### src/rtl/minsp_fetch_sel_pkg.sv
package minsp_fetch_sel_pkg;

  typedef enum logic {
    PRIO_STACK_THEN_PC = 1'b0,
    PRIO_PC_ONLY       = 1'b1
  } prio_mode_e;

  function automatic int tree_levels(input int threads);
    return (threads > 1) ? $clog2(threads) : 1;
  endfunction

endpackage

### src/rtl/minsp_key_gen.sv
module minsp_key_gen
  import minsp_fetch_sel_pkg::*;
#(
  parameter int N   = 8,
  parameter int PCW = 64,
  parameter int SPW = 64,
  localparam int KW = PCW + SPW
) (
  input  prio_mode_e         mode,
  input  logic [N*PCW-1:0]   pc_flat,
  input  logic [N*SPW-1:0]   sp_flat,
  output logic [N*KW-1:0]    key_flat
);

  // Key per thread: stack pointer on top, PC below; SP masked in PC-only mode.
  for (genvar t = 0; t < N; t++) begin : g_thr
    logic [SPW-1:0] sp_eff;
    assign sp_eff = (mode == PRIO_PC_ONLY) ? '0 : sp_flat[t*SPW +: SPW];
    assign key_flat[t*KW +: KW] = {sp_eff, pc_flat[t*PCW +: PCW]};
  end

endmodule

### src/rtl/minsp_min_tree.sv
module minsp_min_tree
  import minsp_fetch_sel_pkg::*;
#(
  parameter int N   = 8,
  parameter int PCW = 64,
  parameter int KW  = 128,
  localparam int LV = tree_levels(N),
  localparam int P  = 1 << LV
) (
  input  logic [N-1:0]      cand_vld,
  input  logic [N*KW-1:0]   key_flat,
  output logic              win_vld,
  output logic [PCW-1:0]    win_pc
);

  // Tournament tree; the lower-index side wins equal keys.
  for (genvar l = 0; l <= LV; l++) begin : g_lvl
    localparam int W = P >> l;
    logic [W-1:0]         v;
    logic [W-1:0][KW-1:0] k;

    if (l == 0) begin : g_leaf
      for (genvar j = 0; j < W; j++) begin : g_in
        if (j < N) begin : g_real
          assign v[j] = cand_vld[j];
          assign k[j] = key_flat[j*KW +: KW];
        end else begin : g_pad
          assign v[j] = 1'b0;
          assign k[j] = '0;
        end
      end
    end else begin : g_node
      for (genvar j = 0; j < W; j++) begin : g_cmp
        logic take_lo;
        assign take_lo = g_lvl[l-1].v[2*j] &&
                         (!g_lvl[l-1].v[2*j+1] ||
                          (g_lvl[l-1].k[2*j] <= g_lvl[l-1].k[2*j+1]));
        assign v[j] = g_lvl[l-1].v[2*j] | g_lvl[l-1].v[2*j+1];
        assign k[j] = take_lo ? g_lvl[l-1].k[2*j] : g_lvl[l-1].k[2*j+1];
      end
    end
  end

  assign win_vld = g_lvl[LV].v[0];
  assign win_pc  = g_lvl[LV].k[0][PCW-1:0];

endmodule

### src/rtl/minsp_grant_match.sv
module minsp_grant_match #(
  parameter int N   = 8,
  parameter int PCW = 64
) (
  input  logic [N-1:0]      active,
  input  logic [N*PCW-1:0]  pc_flat,
  input  logic              win_vld,
  input  logic [PCW-1:0]    win_pc,
  output logic [N-1:0]      match
);

  for (genvar t = 0; t < N; t++) begin : g_thr
    assign match[t] = win_vld && active[t] && (pc_flat[t*PCW +: PCW] == win_pc);
  end

endmodule

### src/rtl/minsp_fetch_sel.sv
module minsp_fetch_sel
  import minsp_fetch_sel_pkg::*;
#(
  parameter int N   = 8,
  parameter int PCW = 64,
  parameter int SPW = 64,
  localparam int KW = PCW + SPW
) (
  input  logic             clk,
  input  logic             rst_n,
  input  logic             mode_pc_only,
  input  logic [N-1:0]     active_in,
  input  logic [N*PCW-1:0] pc_in,
  input  logic [N*SPW-1:0] sp_in,
  output logic             valid,
  output logic [PCW-1:0]   sel_pc,
  output logic [N-1:0]     grant
);

  prio_mode_e          mode;
  logic [N*KW-1:0]     keys;
  logic                w_vld;
  logic [PCW-1:0]      w_pc;
  logic [N-1:0]        w_match;

  assign mode = prio_mode_e'(mode_pc_only);

  minsp_key_gen #(.N(N), .PCW(PCW), .SPW(SPW)) u_keys (
    .mode     (mode),
    .pc_flat  (pc_in),
    .sp_flat  (sp_in),
    .key_flat (keys)
  );

  minsp_min_tree #(.N(N), .PCW(PCW), .KW(KW)) u_tree (
    .cand_vld (active_in),
    .key_flat (keys),
    .win_vld  (w_vld),
    .win_pc   (w_pc)
  );

  minsp_grant_match #(.N(N), .PCW(PCW)) u_match (
    .active  (active_in),
    .pc_flat (pc_in),
    .win_vld (w_vld),
    .win_pc  (w_pc),
    .match   (w_match)
  );

  always_ff @(posedge clk) begin
    if (!rst_n) begin
      valid  <= 1'b0;
      sel_pc <= '0;
      grant  <= '0;
    end else begin
      valid  <= w_vld;
      sel_pc <= w_vld ? w_pc : '0;
      grant  <= w_match;
    end
  end

endmodule

### config.mk
export PLATFORM = sky130hd
export DESIGN_NAME = minsp_fetch_sel
export DESIGN_NICKNAME = d
export VERILOG_FILES = /design/src/rtl/minsp_fetch_sel_pkg.sv /design/src/rtl/minsp_key_gen.sv /design/src/rtl/minsp_min_tree.sv /design/src/rtl/minsp_grant_match.sv /design/src/rtl/minsp_fetch_sel.sv
export SDC_FILE = /design/constraint.sdc
export NUM_CORES = 2
export LEC_CHECK = 0
export BUFFER_PORTS_ARGS = -buffer_cell sky130_fd_sc_hd__buf_2
export CAP_MARGIN = 10
export CORE_AREA = 2 2 431 433
export DETAILED_ROUTE_END_ITERATION = 8
export DIE_AREA = 0 0 433 435
export HOLD_SLACK_MARGIN = 0.08
export PLACE_DENSITY_LB_ADDON = 0.12
export SYNTH_ARGS = -nofsm -noshare
export SYNTH_HDL_FRONTEND = slang
export SYNTH_SLANG_ARGS = --single-unit
### constraint.sdc
create_clock -name clk -period 24.5 [get_ports clk]
set_input_delay 2.45 -clock clk [delete_from_list [all_inputs] [get_ports clk]]
set_output_delay 2.45 -clock clk [all_outputs]
set_load 0.005 [all_outputs]
; Yosys cells after proc, flatten, opt, wreduce, memory -nomap -nowiden
; Cells that the tools add are included.
[word_totals]
reg_bits = 73
output_inout_bits = 73
[classes]
n_lt_le_gt_ge = 7
eq_ne = 8
n_mux = 15
bitwise = 7
n_reduce_logical = 38
[ops]
columns = operator, count
row1 = $le A128 B128 Y1, 7
row2 = $mux W128, 6
row3 = $mux W64, 9
row4 = $eq A64 B64 Y1, 8
row5 = $logic_and A1 B1 Y1, 23
row6 = $logic_not A1 Y1, 7
row7 = $logic_or A1 B1 Y1, 7
row8 = $or A1 B1 Y1, 7
row9 = $reduce_and A2 Y1, 1

; Logic depth before layout (Yosys ltp)
[depth]
ltp_word = 15
depth_mapped = 53
ltp_nobuf = 38

; Modules after synthesis
; From an unflattened synthesis, not the netlist that was laid out.
[unflattened]
cells_unflattened = 7366
area_unflattened_um2 = 53223.5
[by_module_without_submodules]
columns = module, instances, cells_each, area_per_inst_um2, seq_area_each_um2
row1 = minsp_min_tree, 1, 5301, 37552.3, 0.0
row2 = minsp_key_gen, 1, 1081, 7324.5, 0.0
row3 = minsp_grant_match, 1, 823, 6266.0, 0.0
row4 = minsp_fetch_sel, 1, 161, 2080.7, 1461.4

; Worst setup path after synthesis
; Ideal clock, no wire load.
[synth_path]
path_type = input-to-reg
start = input port mode_pc_only
end = register grant[3]
arrival_time_ns = 12.813
required_ns = 24.412
slack_ns = 11.599
stages = 46
path_buffers = 12
cell_sequence = clkbuf_1 > clkbuf_1 > clkbuf_1 > nor2b_1 > ha_1 > a21oi_1 > o21ai_1 > a221o_1 > o31a_1 > nor4_4 > a21boi_1 > nor2_2 > buf_2 > clkbuf_1 > clkbuf_1 > nand2_1 > o21ai_0 > ha_1 > [... 10 more ...] > clkbuf_1 > a21oi_1 > ha_1 > nand4_1 > or4_1 > nand3b_4 > or3_1 > o211ai_2 > o21ai_2 > nand2_2 > buf_2 > buf_2 > o22ai_1 > nor2_1 > xnor2_1 > nand4_1 > or4_1 > nor4_2
[synth_between]
elab_chain_cells = 15
elab_cells_between_ends = 38
classes_between = order compare: 7 / eq/ne: 1 / mux: 15 / reduce/logical: 15
[synth_rtl]
columns = element, line_no
row1 = from (decl), minsp_fetch_sel.sv:11  ; input logic mode_pc_only,
row2 = $mux W64, minsp_key_gen.sv:18  ; assign sp_eff = (mode == PRIO_PC_ONLY) ? '0 : sp_flat[t*SPW +: SPW];
row3 = $le A128 B128 Y1, minsp_min_tree.sv:37  ; (g_lvl[l-1].k[2*j] <= g_lvl[l-1].k[2*j+1]));
row4 = $logic_or A1 B1 Y1, minsp_min_tree.sv:36  ; (!g_lvl[l-1].v[2*j+1] ||
row5 = $logic_and A1 B1 Y1, minsp_min_tree.sv:35  ; assign take_lo = g_lvl[l-1].v[2*j] &&
row6 = $mux W128, minsp_min_tree.sv:39  ; assign k[j] = take_lo ? g_lvl[l-1].k[2*j] : g_lvl[l-1].k[2*j+1];
row7 = $le A128 B128 Y1, minsp_min_tree.sv:37
row8 = $logic_or A1 B1 Y1, minsp_min_tree.sv:36
row9 = $logic_and A1 B1 Y1, minsp_min_tree.sv:35
row10 = $mux W128, minsp_min_tree.sv:39
row11 = $le A128 B128 Y1, minsp_min_tree.sv:37
row12 = $logic_or A1 B1 Y1, minsp_min_tree.sv:36
row13 = $logic_and A1 B1 Y1, minsp_min_tree.sv:35
row14 = $mux W64 *, minsp_min_tree.sv:39
row15 = $eq A64 B64 Y1 *, minsp_grant_match.sv:13  ; assign match[t] = win_vld && active[t] && (pc_flat[t*PCW +: PCW] == win_pc);
row16 = $logic_and A1 B1 Y1 *, minsp_grant_match.sv:13
row17 = to (signal assigned), minsp_fetch_sel.sv:58  ; grant <= w_match;
row18 = to (decl), minsp_fetch_sel.sv:17  ; output logic [N-1:0] grant
; Every way passes the cells marked *; elsewhere a longest branch is shown, timed or not.
; A chain may end at the register's enable or synchronous reset.

; Worst setup path in the final report
[layout_path]
start = input port mode_pc_only
end = register grant[0]
; Same word-level chain as after synthesis.

==> flow_summary.ini <==
[floorplan]
die_y_um = 435
core_area_mm2 = 0.184
rows = 158
io_pins = 1108
start_util = 0.249
dieArea_mm2 = 0.188
dieWidth_um = 433

[power_and_ir_drop]
p_sw_mw = 2.56
total_power_mw = 3.82
intPower_mw = 1.25
pwr-share-seq = 0.043
p_sw_frac = 0.672
cellPowerDensity_mw_per_mm2 = 70.4
leakage_nw = 26.0
ir_drop_mv = 0.0553
p_comb_frac = 0.918
pwr-share-clk = 0.039

[final_layout]
fin_area_mm2 = 0.0542
drive_above_1_share = 0.192
multi_input_area_mm2 = 0.0413
num-fill-cells = 20611
area_growth_pct = 18.3
layout.area.seq_mm2 = 0.00146
final_nets = 9361

[synthesis]
synth_edf_count = 0
synth_ff_type = dfxtp_1
yosysUniqueCellTypes = 112
syn-cell-area_mm2 = 0.0458
avgSynthCellArea_um2 = 7.00
syn-num-nets = 8482
ys_async_sr_fraction = 0
ys_ff_latch = 73
yosysWarnings = 0
synthCells = 6552
yosysSeqAreaShare = 0.0319

[sta]
setup_violations = 0
rsz0062_at_grt = false
slew_headroom = -0.000496
worst_pin_slew_ps = 1500
hold_violations = 0
slew_violations = 6
finalCritPeriodShare = 0.794
timing.hold.ws_ps = 2490
fmax_mhz = 51.4
period_needed_ps = 19450
tns_ps = 0

[global_route]
grt_pass1_vias = 54300
grt_max_degree = 134
antenna_found_initial = 37
grt_overflow = 0
grt_pass1_wl_um = 468000
track_usage = 0.363

[cts]
cts.sinks = 73
h-tree-depth = 3
cts.clk_slew.worst_paths_ps = 130
cts_tree = yes
cts_root_buffer = clkbuf_16
cts-buffers-inserted = 9
cts_buffer_depth = 2
cts_hold_buf = 0
cts_resized = 0
post_cts_buffers = 0

[placement]
placed_area_mm2 = 0.0539
hpwl_um = 309000
place_congestion = 1.05
portBuffers = 1107

[critical_path]
worst_setup_path_start_kind = input pin
path_max_fanout = 104
path_class = input pin to register
slowest_stage = and2_1
cp.arrival_ps = 19770
cp.required_ps = 24820
path_common_cell = buf_4
cp.buffers_inverters = 11
critPathTopFamily = simple AND/OR/NAND/NOR gates
end_kind = register
crit_path_max_incr_delay_ps = 1060

[routing]
drt-vias-per-instance = 5.74
ant_nets = 0
dr.pass1.iters = 8
avgRoutedWirePerCell_um = 36.1
routed_wl_um = 359000
drt_iter0_drc = 6084
num_vias = 57096
drc = 0

[hold_path]
min_from = pc_in[434]
holdPathEnd = grant[6]
whs_path_depth = 5
hold_class = input pin to register

[run_status]
status = finished, violations left
violations = slew limit

[job]
cap_violations = 0
## worst max-delay path by stage
stage	from	end	cells after the start
after CTS	mode_pc_only	grant[5]	44
final	mode_pc_only	grant[0]	43
after global placement	mode_pc_only	grant[5]	44
after detailed placement	mode_pc_only	grant[5]	44
after global routing	mode_pc_only	grant[0]	43
after floorplan	mode_pc_only	grant[3]	46
## metrics by stage
stage / std cells / utilization / setup WS, ps
after detailed placement: 9899 / 0.293 / 5010
after global placement: 9897 / 0.292 / 5150
after floorplan: 6552 / - / 11600
after global routing: 9924 / 0.294 / 4370
final: 9940 / 0.295 / 5050
after CTS: 9915 / 0.294 / 5400
## sequential cells by signal, summed over array words and instances, names as in the netlist
register / count
sel_pc: 64
valid: 1
grant: 8
## synthesized netlist by cell type (12+ instances only)
master	number	area share
o22ai_1	86	0.012
a31oi_1	16	0.0022
a2111oi_0	19	0.0036
clkbuf_1	215	0.018
nor2_1	445	0.036
nor2b_1	275	0.038
a211oi_1	67	0.011
or3_1	13	0.0018
o211a_1	80	0.017
a221oi_1	33	0.0063
a21boi_0	13	0.0021
dfxtp_1	73	0.032
nand3_1	174	0.019
a21oi_1	621	0.068
a21o_1	141	0.023
or4_1	12	0.0020
and2_1	52	0.0071
a41oi_1	16	0.0031
nor4_1	125	0.017
buf_1	21	0.0017
o21a_1	22	0.0036
and3_1	83	0.011
nand2b_1	269	0.037
o211ai_1	44	0.0072
buf_6	25	0.0061
o311ai_0	27	0.0052
xor2_1	62	0.012
and4_1	16	0.0031
nand2_1	576	0.047
mux2_2	53	0.013
ha_1	895	0.24
a2bb2oi_1	56	0.011
o21ai_0	347	0.038
nor3_1	110	0.012
a22oi_1	16	0.0026
buf_2	69	0.0075
nand4_1	231	0.032
mux2i_1	139	0.030
xnor2_1	266	0.051
o2bb2ai_1	33	0.0063
o22a_1	34	0.0065
buf_4	25	0.0041
o311ai_1	19	0.0036
inv_1	411	0.034
## placed cells by master (no fill, tap or decap), drive strengths merged, types with 40 or more instances in the layout
cell / instances
nand3: 175
ha: 895
mux2i: 146
dfxtp: 73
o21ai: 357
nor4: 134
xor2: 62
nor2: 464
o211a: 80
inv: 416
nor2b: 275
a221oi: 40
and2: 55
o211ai: 45
nor3: 116
nand4: 233
xnor2: 266
nand2: 580
o22ai: 87
a21oi: 624
mux2: 53
a21o: 141
o311ai: 46
a2bb2oi: 63
a211oi: 76
and3: 83
nand2b: 269
buf: 1224
## metal layers
layer | GRT usage | wire, µm | vias to the layer above
li1 | - | - | 25877
met1 | 0.414 | 135000 | 27248
met2 | 0.624 | 170000 | 3105
met3 | 0.0568 | 24600 | 842
met4 | 0.238 | 28400 | 24
met5 | 0 | 154 | -
## cell families after synthesis
family	share of synthesized area
AOI/OAI and AO/OA	0.263
xor gates and xnor gates	0.0627
adders and majority gates	0.244
buffers and inverters	0.0716
DFF	0.0319
muxes	0.0457
and+or+nand+nor	0.281
## area by class of cell
| class | count | area share |
|---|---|---|
| Antenna cell | 24 | 0.00111 |
| Clock buffer | 9 | 0.00415 |
| Clock inverter | 7 | 0.00111 |
| Inverter | 412 | 0.0285 |
| Multi-Input combinational cell | 5710 | 0.761 |
| Sequential cell | 73 | 0.0270 |
| Tap cell | 2480 | 0.0572 |
| Timing Repair Buffer | 1225 | 0.120 |
## power by group through the flow
stage | Clock, mW | Sequential (mW) | Combinational (mW)
2_1_floorplan | 0 | 0.172 | 1.76
3_3_place_gp | 0 | 0.169 | 3.35
3_5_place_dp | 0 | 0.168 | 3.34
4_1_cts | 0.153 | 0.165 | 3.35
5_1_grt | 0.155 | 0.168 | 3.57
6_report | 0.149 | 0.165 | 3.50
No activity file was read; power rests on OpenSTA's default activity.
